`src/rtl/txb_pkg.sv`:
```
package txb_pkg;

  typedef enum logic [1:0] {
    SRC_NONE = 2'd0,
    SRC_POOL = 2'd1,
    SRC_IMM  = 2'd2
  } src_e;

  // Block length after a write at offset off: the highest written offset plus one.
  function automatic int unsigned blk_len_after(int unsigned cur, int unsigned off);
    if (off + 1 > cur) return off + 1;
    return cur;
  endfunction

  // True while the pool still holds unsent bytes of the current block.
  function automatic logic pool_has_more(int unsigned rd, int unsigned len);
    return rd < len;
  endfunction

endpackage

```
`src/rtl/txb_pool.sv`:
```
module txb_pool #(
  parameter int DEPTH = 32,
  parameter int DW    = 8,
  localparam int AW   = $clog2(DEPTH),
  localparam int LW   = $clog2(DEPTH + 1)
) (
  input  logic          clk,
  input  logic          rst_n,
  input  logic          wr_acc,
  input  logic [AW-1:0] wr_addr,
  input  logic [DW-1:0] wr_data,
  input  logic          clr,
  input  logic [LW-1:0] rd_ptr,
  output logic [DW-1:0] rd_data,
  output logic [LW-1:0] blk_len
);

  logic [DW-1:0] mem [DEPTH];

  always_ff @(posedge clk) begin
    if (wr_acc) mem[wr_addr] <= wr_data;
  end

  always_ff @(posedge clk) begin
    if (!rst_n)      blk_len <= '0;
    else if (clr)    blk_len <= '0;
    else if (wr_acc) blk_len <= LW'(txb_pkg::blk_len_after(int'(blk_len), int'(wr_addr)));
  end

  assign rd_data = mem[rd_ptr[AW-1:0]];

endmodule

```
`src/rtl/txb_ctrl.sv`:
```
module txb_ctrl #(
  parameter int DEPTH   = 32,
  parameter int CMD_LAT = 2,
  localparam int LW     = $clog2(DEPTH + 1),
  localparam int CW     = $clog2(CMD_LAT + 1)
) (
  input  logic          clk,
  input  logic          rst_n,
  input  logic          cmd_xmit,
  input  logic          cmd_xres,
  input  logic [LW-1:0] blk_len,
  input  logic          pool_load,
  input  logic          pool_hs,
  output logic [LW-1:0] rd_ptr,
  output logic          sending,
  output logic          cmd_busy,
  output logic          pool_wen,
  output logic          pool_avail,
  output logic          blk_done,
  output logic          pool_clr,
  output logic          ev_pool_rdy
);

  logic [CW-1:0] busy_cnt;
  logic          start_ok;

  assign cmd_busy   = (busy_cnt != '0);
  assign pool_wen   = !cmd_busy && !sending;
  assign start_ok   = cmd_xmit && !cmd_busy && !sending && (blk_len != '0);
  assign pool_avail = sending && txb_pkg::pool_has_more(int'(rd_ptr), int'(blk_len));
  assign blk_done   = pool_hs && sending && (rd_ptr == blk_len);
  assign pool_clr   = cmd_xres || blk_done;

  always_ff @(posedge clk) begin
    if (!rst_n) begin
      busy_cnt <= '0;
      sending  <= 1'b0;
      rd_ptr   <= '0;
    end else if (cmd_xres) begin
      busy_cnt <= '0;
      sending  <= 1'b0;
      rd_ptr   <= '0;
    end else begin
      if (start_ok)              busy_cnt <= CW'(CMD_LAT);
      else if (busy_cnt != '0)   busy_cnt <= busy_cnt - CW'(1);
      if (busy_cnt == CW'(1)) begin
        sending <= 1'b1;
        rd_ptr  <= '0;
      end else begin
        if (pool_load) rd_ptr  <= rd_ptr + LW'(1);
        if (blk_done)  sending <= 1'b0;
      end
    end
  end

  always_ff @(posedge clk) begin
    if (!rst_n) ev_pool_rdy <= 1'b0;
    else        ev_pool_rdy <= blk_done && !cmd_xres;
  end

endmodule

```
`src/rtl/txb_out.sv`:
```
module txb_out #(
  parameter int DW = 8
) (
  input  logic          clk,
  input  logic          rst_n,
  input  logic          imm_wr,
  input  logic [DW-1:0] imm_data,
  input  logic          brk_ctl,
  input  logic          pool_avail,
  input  logic [DW-1:0] pool_data,
  input  logic          ser_ready,
  output logic          pool_load,
  output logic          pool_hs,
  output logic          ser_valid,
  output logic [DW-1:0] ser_data,
  output logic          imm_busy,
  output logic          ser_brk,
  output logic          src_imm
);

  import txb_pkg::*;

  src_e          out_src;
  logic          imm_pend;
  logic [DW-1:0] imm_byte;
  logic          hs, can_load, load_imm, imm_hs;

  assign hs        = ser_valid && ser_ready;
  assign can_load  = !ser_valid && !brk_ctl;
  assign load_imm  = can_load && imm_pend;
  assign pool_load = can_load && !imm_pend && pool_avail;
  assign pool_hs   = hs && (out_src == SRC_POOL);
  assign imm_hs    = hs && (out_src == SRC_IMM);
  assign imm_busy  = imm_pend;
  assign src_imm   = (out_src == SRC_IMM);

  always_ff @(posedge clk) begin
    if (!rst_n) begin
      ser_valid <= 1'b0;
      ser_data  <= '0;
      out_src   <= SRC_NONE;
    end else if (hs) begin
      ser_valid <= 1'b0;
      out_src   <= SRC_NONE;
    end else if (load_imm) begin
      ser_valid <= 1'b1;
      ser_data  <= imm_byte;
      out_src   <= SRC_IMM;
    end else if (pool_load) begin
      ser_valid <= 1'b1;
      ser_data  <= pool_data;
      out_src   <= SRC_POOL;
    end
  end

  always_ff @(posedge clk) begin
    if (!rst_n) begin
      imm_pend <= 1'b0;
      imm_byte <= '0;
    end else if (imm_hs) begin
      imm_pend <= 1'b0;
    end else if (imm_wr && !imm_pend) begin
      imm_pend <= 1'b1;
      imm_byte <= imm_data;
    end
  end

  always_ff @(posedge clk) begin
    if (!rst_n) ser_brk <= 1'b0;
    else        ser_brk <= brk_ctl;
  end

endmodule

```
`src/rtl/txblk_fifo.sv`:
```
module txblk_fifo #(
  parameter int DEPTH   = 32,
  parameter int DW      = 8,
  parameter int CMD_LAT = 2,
  localparam int AW     = $clog2(DEPTH),
  localparam int LW     = $clog2(DEPTH + 1)
) (
  input  logic          clk,
  input  logic          rst_n,
  input  logic          wr_en,
  input  logic [AW-1:0] wr_addr,
  input  logic [DW-1:0] wr_data,
  input  logic          cmd_xmit,
  input  logic          cmd_xres,
  input  logic          imm_wr,
  input  logic [DW-1:0] imm_data,
  input  logic          brk_ctl,
  output logic          ser_valid,
  output logic [DW-1:0] ser_data,
  input  logic          ser_ready,
  input  logic          ser_idle,
  output logic          ser_brk,
  output logic          pool_wen,
  output logic          cmd_busy,
  output logic          imm_busy,
  output logic          all_sent,
  output logic          ev_pool_rdy,
  output logic          ev_all_sent
);

  // Internal events brought out as named wires for the checker.
  logic          wr_acc;
  logic          pool_clr;
  logic          pool_load;
  logic          pool_hs;
  logic          pool_avail;
  logic          blk_done;
  logic          sending;
  logic          src_imm;
  logic [LW-1:0] rd_ptr;
  logic [LW-1:0] blk_len;
  logic [DW-1:0] pool_rdata;
  logic          all_q;

  assign wr_acc = wr_en && pool_wen;

  txb_pool #(.DEPTH(DEPTH), .DW(DW)) u_pool (
    .clk     (clk),
    .rst_n   (rst_n),
    .wr_acc  (wr_acc),
    .wr_addr (wr_addr),
    .wr_data (wr_data),
    .clr     (pool_clr),
    .rd_ptr  (rd_ptr),
    .rd_data (pool_rdata),
    .blk_len (blk_len)
  );

  txb_ctrl #(.DEPTH(DEPTH), .CMD_LAT(CMD_LAT)) u_ctrl (
    .clk         (clk),
    .rst_n       (rst_n),
    .cmd_xmit    (cmd_xmit),
    .cmd_xres    (cmd_xres),
    .blk_len     (blk_len),
    .pool_load   (pool_load),
    .pool_hs     (pool_hs),
    .rd_ptr      (rd_ptr),
    .sending     (sending),
    .cmd_busy    (cmd_busy),
    .pool_wen    (pool_wen),
    .pool_avail  (pool_avail),
    .blk_done    (blk_done),
    .pool_clr    (pool_clr),
    .ev_pool_rdy (ev_pool_rdy)
  );

  txb_out #(.DW(DW)) u_out (
    .clk        (clk),
    .rst_n      (rst_n),
    .imm_wr     (imm_wr),
    .imm_data   (imm_data),
    .brk_ctl    (brk_ctl),
    .pool_avail (pool_avail),
    .pool_data  (pool_rdata),
    .ser_ready  (ser_ready),
    .pool_load  (pool_load),
    .pool_hs    (pool_hs),
    .ser_valid  (ser_valid),
    .ser_data   (ser_data),
    .imm_busy   (imm_busy),
    .ser_brk    (ser_brk),
    .src_imm    (src_imm)
  );

  assign all_sent = !sending && !cmd_busy && !ser_valid && !imm_busy && ser_idle;

  always_ff @(posedge clk) begin
    if (!rst_n) all_q <= 1'b1;
    else        all_q <= all_sent;
  end

  assign ev_all_sent = all_sent && !all_q;

endmodule

```
`config.mk`:
```
export PLATFORM = sky130hd
export DESIGN_NAME = txblk_fifo
export DESIGN_NICKNAME = d
export VERILOG_FILES = /design/src/rtl/txb_pkg.sv /design/src/rtl/txb_pool.sv /design/src/rtl/txb_ctrl.sv /design/src/rtl/txb_out.sv /design/src/rtl/txblk_fifo.sv
export SDC_FILE = /design/constraint.sdc
export NUM_CORES = 1
export LEC_CHECK = 0
export CORE_ASPECT_RATIO = 0.9
export CORE_MARGIN = 5
export CORE_UTILIZATION = 50
export DETAILED_ROUTE_END_ITERATION = 12
export PLACE_DENSITY = 0.69
export SYNTH_ARGS = -nofsm -noshare
export SYNTH_HDL_FRONTEND = slang
export SYNTH_SLANG_ARGS = --single-unit
```
`constraint.sdc`:
```
create_clock -name clk -period 3.01 [get_ports clk]
set_input_delay 0.602 -clock clk [delete_from_list [all_inputs] [get_ports clk]]
set_output_delay 0.602 -clock clk [all_outputs]
set_load 0.01 [all_outputs]
```
==> impl_metrics.json <==
{
  "crit_path_max_fanout": 9,
  "worstPathRequired_ns": 3.45,
  "cts_root_buf": "clkbuf_16",
  "final_nets": 854,
  "final_cell_area_mm2": 0.0140,
  "end_kind": "flop",
  "cts_tree": "yes",
  "cts_resized": 0,
  "synth-edff-count": 256,
  "netlist_area_mm2": 0.0121,
  "place_ws_ns": -0.165,
  "cts_buffer_depth": 3,
  "syn_to_final_growth_pct": 15.5,
  "arrival_ns": 3.10,
  "cp-startpoint": "wr_addr[1]",
  "skew_ns": 0.0115,
  "power_mw": 8.33,
  "cp_slowest_stage_delay_ns": 0.56,
  "p_leak_nw": 4.58,
  "hp-start": "u_out.out_src[1]$_SDFFE_PP0P_",
  "place_hpwl_mm": 17.4,
  "ys_types": 55,
  "cpLargestDelayFamily": "compound AO/OA/AOI/OAI gates",
  "avgSynthCellArea_um2": 17.0,
  "hold_violations": 0,
  "finish.utilization": 0.582,
  "ys_seq_elements": 299,
  "drive_gt1_frac": 0.164,
  "dieArea_mm2": 0.0275,
  "clkTransAtPathRegs_ns": 0.06,
  "tightest_slew_ns": 0.796,
  "antenna_cells": 0,
  "cts.sinks": 299,
  "critPathSlowestCell": "clkdlybuf4s50_1",
  "die_h_um": 158,
  "routed-via-count": 6687,
  "ctsHoldBuffers": 0,
  "routed_wl_mm": 26.4,
  "fill_cells": 1760,
  "start_util": 0.504,
  "grt_max_degree": 38,
  "tns_ns": 0,
  "synth_ff_type": "edfxtp_1",
  "slew_headroom": 0.467,
  "post_cts_buffers": 0,
  "powerDensity_mw_per_mm2": 595,
  "postRouteAntennaNets": 0,
  "pin_count": 46,
  "async_reset_ff_frac": 0,
  "clk_latency_ns": 0.56,
  "maxCapViolCount": 0,
  "cp-start-kind": "input port",
  "dpl-instance-area_mm2": 0.0131,
  "htree_levels": 1,
  "rows": 54,
  "gp_congestion": 0.872,
  "synth.net_count": 761,
  "worst_slack_ns": 0.354,
  "die_x_um": 174,
  "post_drt_wl_per_cell_um": 23.2,
  "synth-warning-count": 0,
  "path_cells": "clkdlybuf4s50_1 > inv_1 > ha_1 > ha_1 > nor2b_1 > o21a_1 > o21ai_0 > a211o_1 > mux2i_1 > nor2_1",
  "first_pass_iters": 5,
  "crit_type": "input port to flop",
  "seq_area_frac_synth": 0.705,
  "core_mm2": 0.0241,
  "timing.hold.ws_ns": 0.515,
  "grt_use_total": 0.192,
  "status": "finished, final reports clean",
  "port_buffers": 45,
  "min_path_type": "flop to flop",
  "synthCells": 714,
  "drv_slew": 0,
  "grt_pass1_vias": 6596,
  "cts_buffers": 30,
  "path_common_cell": "ha_1",
  "viasPerCell": 5.88,
  "overflow": 0,
  "antenna_found_initial": 0,
  "fin_crit_sh": 0.882,
  "grt_pass1_wl_mm": 40.3,
  "clock.fmax_mhz": 377,
  "instances_no_fill": 1137,
  "min_period_ns": 2.66,
  "rsz0062_at_grt": "no",
  "drt_iter0_drc": 709,
  "dp_cells": 1083,
  "peakVddDrop_mv": 0.417,
  "path_buf_inv": 2,
  "finalSetupViolCount": 0,
  "drc_errors": 0
}
[worst paths after layout]
| check | end | slack, ns | depth (start not counted) |
|---|---|---|---|
| hold / removal | u_out.out_src[1]$_SDFFE_PP0P_ | 0.51 | 2 |
| setup reg to reg | u_out.ser_data[2]$_SDFFE_PN0P_ | 0.52 | 6 |
| setup / recovery | u_pool.blk_len[5]$_SDFFE_PP0P_ | 0.35 | 10 |
| hold reg to reg | u_out.out_src[1]$_SDFFE_PP0P_ | 0.51 | 2 |
[synthesized netlist by cell type (all sizes together), types with 3 or more instances]
master / instances / area, um2
nand2b: 5 / 31.3
or3b: 3 / 26.3
xor2: 5 / 43.8
xnor2: 3 / 26.3
dfxtp: 43 / 861
mux2i: 31 / 310
a31oi: 5 / 31.3
nor2: 62 / 233
o22ai: 6 / 37.5
a221oi: 6 / 52.6
nor2b: 19 / 119
clkbuf: 12 / 45.0
edfxtp: 256 / 7690
a2111oi: 3 / 32.5
nand3: 8 / 40.0
nor3: 6 / 35.0
a211oi: 14 / 110
o21a: 3 / 22.5
nand3b: 5 / 37.5
nand4: 4 / 25.0
o21ai: 23 / 115
a21oi: 18 / 90.1
mux2: 6 / 67.6
inv: 11 / 41.3
ha: 17 / 213
mux4: 51 / 1220
and2: 3 / 18.8
nand2: 40 / 150
buf: 22 / 213
[per-layer routing]
metal | wire length (um) | vias to the layer above | track usage | share of wire
met5 | 0 | - | 0 | 0
met4 | 460 | 0 | 0.0354 | 0.017
met3 | 2000 | 35 | 0.0275 | 0.076
met2 | 12000 | 286 | 0.302 | 0.46
met1 | 11900 | 3364 | 0.292 | 0.45
li1 | - | 3002 | - | -
[report_power, final]
| group | switching [mW] | total, mW | leakage, nW | internal, mW |
|---|---|---|---|---|
| Clock | 1.50 | 3.43 | 0.441 | 1.93 |
| Sequential | 0.0237 | 4.56 | 2.66 | 4.54 |
| Combinational | 0.203 | 0.340 | 1.48 | 0.137 |
[final cells by class]
type                    count  area (um2)  area share
multi-input cells         370        3280       0.234
flip-flops and latches    299        8550       0.611
repair buffers             95         838      0.0599
well taps                 308         385      0.0275
inverters                  11        41.3     0.00295
clock buffers              40         788      0.0563
clock inverters            14         120     0.00858
[flip-flops by register name, indices dropped and copies added (netlist names), named ones only]
| signal | cells |
|---|---|
| u_out.out_src | 2 |
| u_ctrl.rd_ptr | 6 |
| u_out.ser_valid | 1 |
| u_pool.mem | 256 |
| u_out.ser_data | 8 |
| u_out.ser_brk | 1 |
| u_out.imm_byte | 8 |
| u_ctrl.sending | 1 |
| u_ctrl.ev_pool_rdy | 1 |
| all_q | 1 |
| u_out.imm_busy | 1 |
| u_pool.blk_len | 6 |
| u_ctrl.busy_cnt | 2 |
[worst reg2reg max path: stages (launching register included)]
cell	delay, ns
dfxtp_4	0.79
buf_4	0.40
mux4_1	0.63
nor2_1	0.18
a2111oi_0	0.11
o22ai_1	0.18
a21oi_1	0.09
[layout by cell type, fill, tap and decap left out, types with 3 or more instances in the layout]
| cell type | count |
|---|---|
| and2_1 | 3 |
| nor3_1 | 5 |
| clkbuf_1 | 10 |
| mux4_2 | 32 |
| inv_1 | 11 |
| nand2b_1 | 5 |
| o21ai_1 | 4 |
| buf_4 | 49 |
| mux2_2 | 6 |
| clkinv_2 | 4 |
| mux4_1 | 19 |
| o21a_1 | 3 |
| nand2_1 | 40 |
| edfxtp_1 | 256 |
| o22ai_1 | 6 |
| xor2_1 | 5 |
| a211oi_1 | 13 |
| clkdlybuf4s50_1 | 45 |
| nor2b_1 | 19 |
| dfxtp_1 | 40 |
| clkinv_1 | 6 |
| nor2_1 | 62 |
| clkbuf_16 | 30 |
| mux2i_1 | 31 |
| nand3b_1 | 5 |
| xnor2_1 | 3 |
| nand3_1 | 8 |
| a21oi_1 | 18 |
| a31oi_1 | 5 |
| ha_1 | 17 |
| nand4_1 | 4 |
| or3b_2 | 3 |
| o21ai_0 | 19 |
| a221oi_1 | 6 |
[cell families after synthesis]
kind of cell / Yosys count / share of synthesized area
DFF: 299 / 0.705
adders and majority gates: 17 / 0.0175
muxes: 88 / 0.132
and+or+nand+nor: 168 / 0.0669
buffers and inverters: 45 / 0.0247
xor gates and xnor gates: 8 / 0.00578
AOI/OAI and AO/OA: 89 / 0.0483
Note: power is estimated with default switching activity, not from simulation.
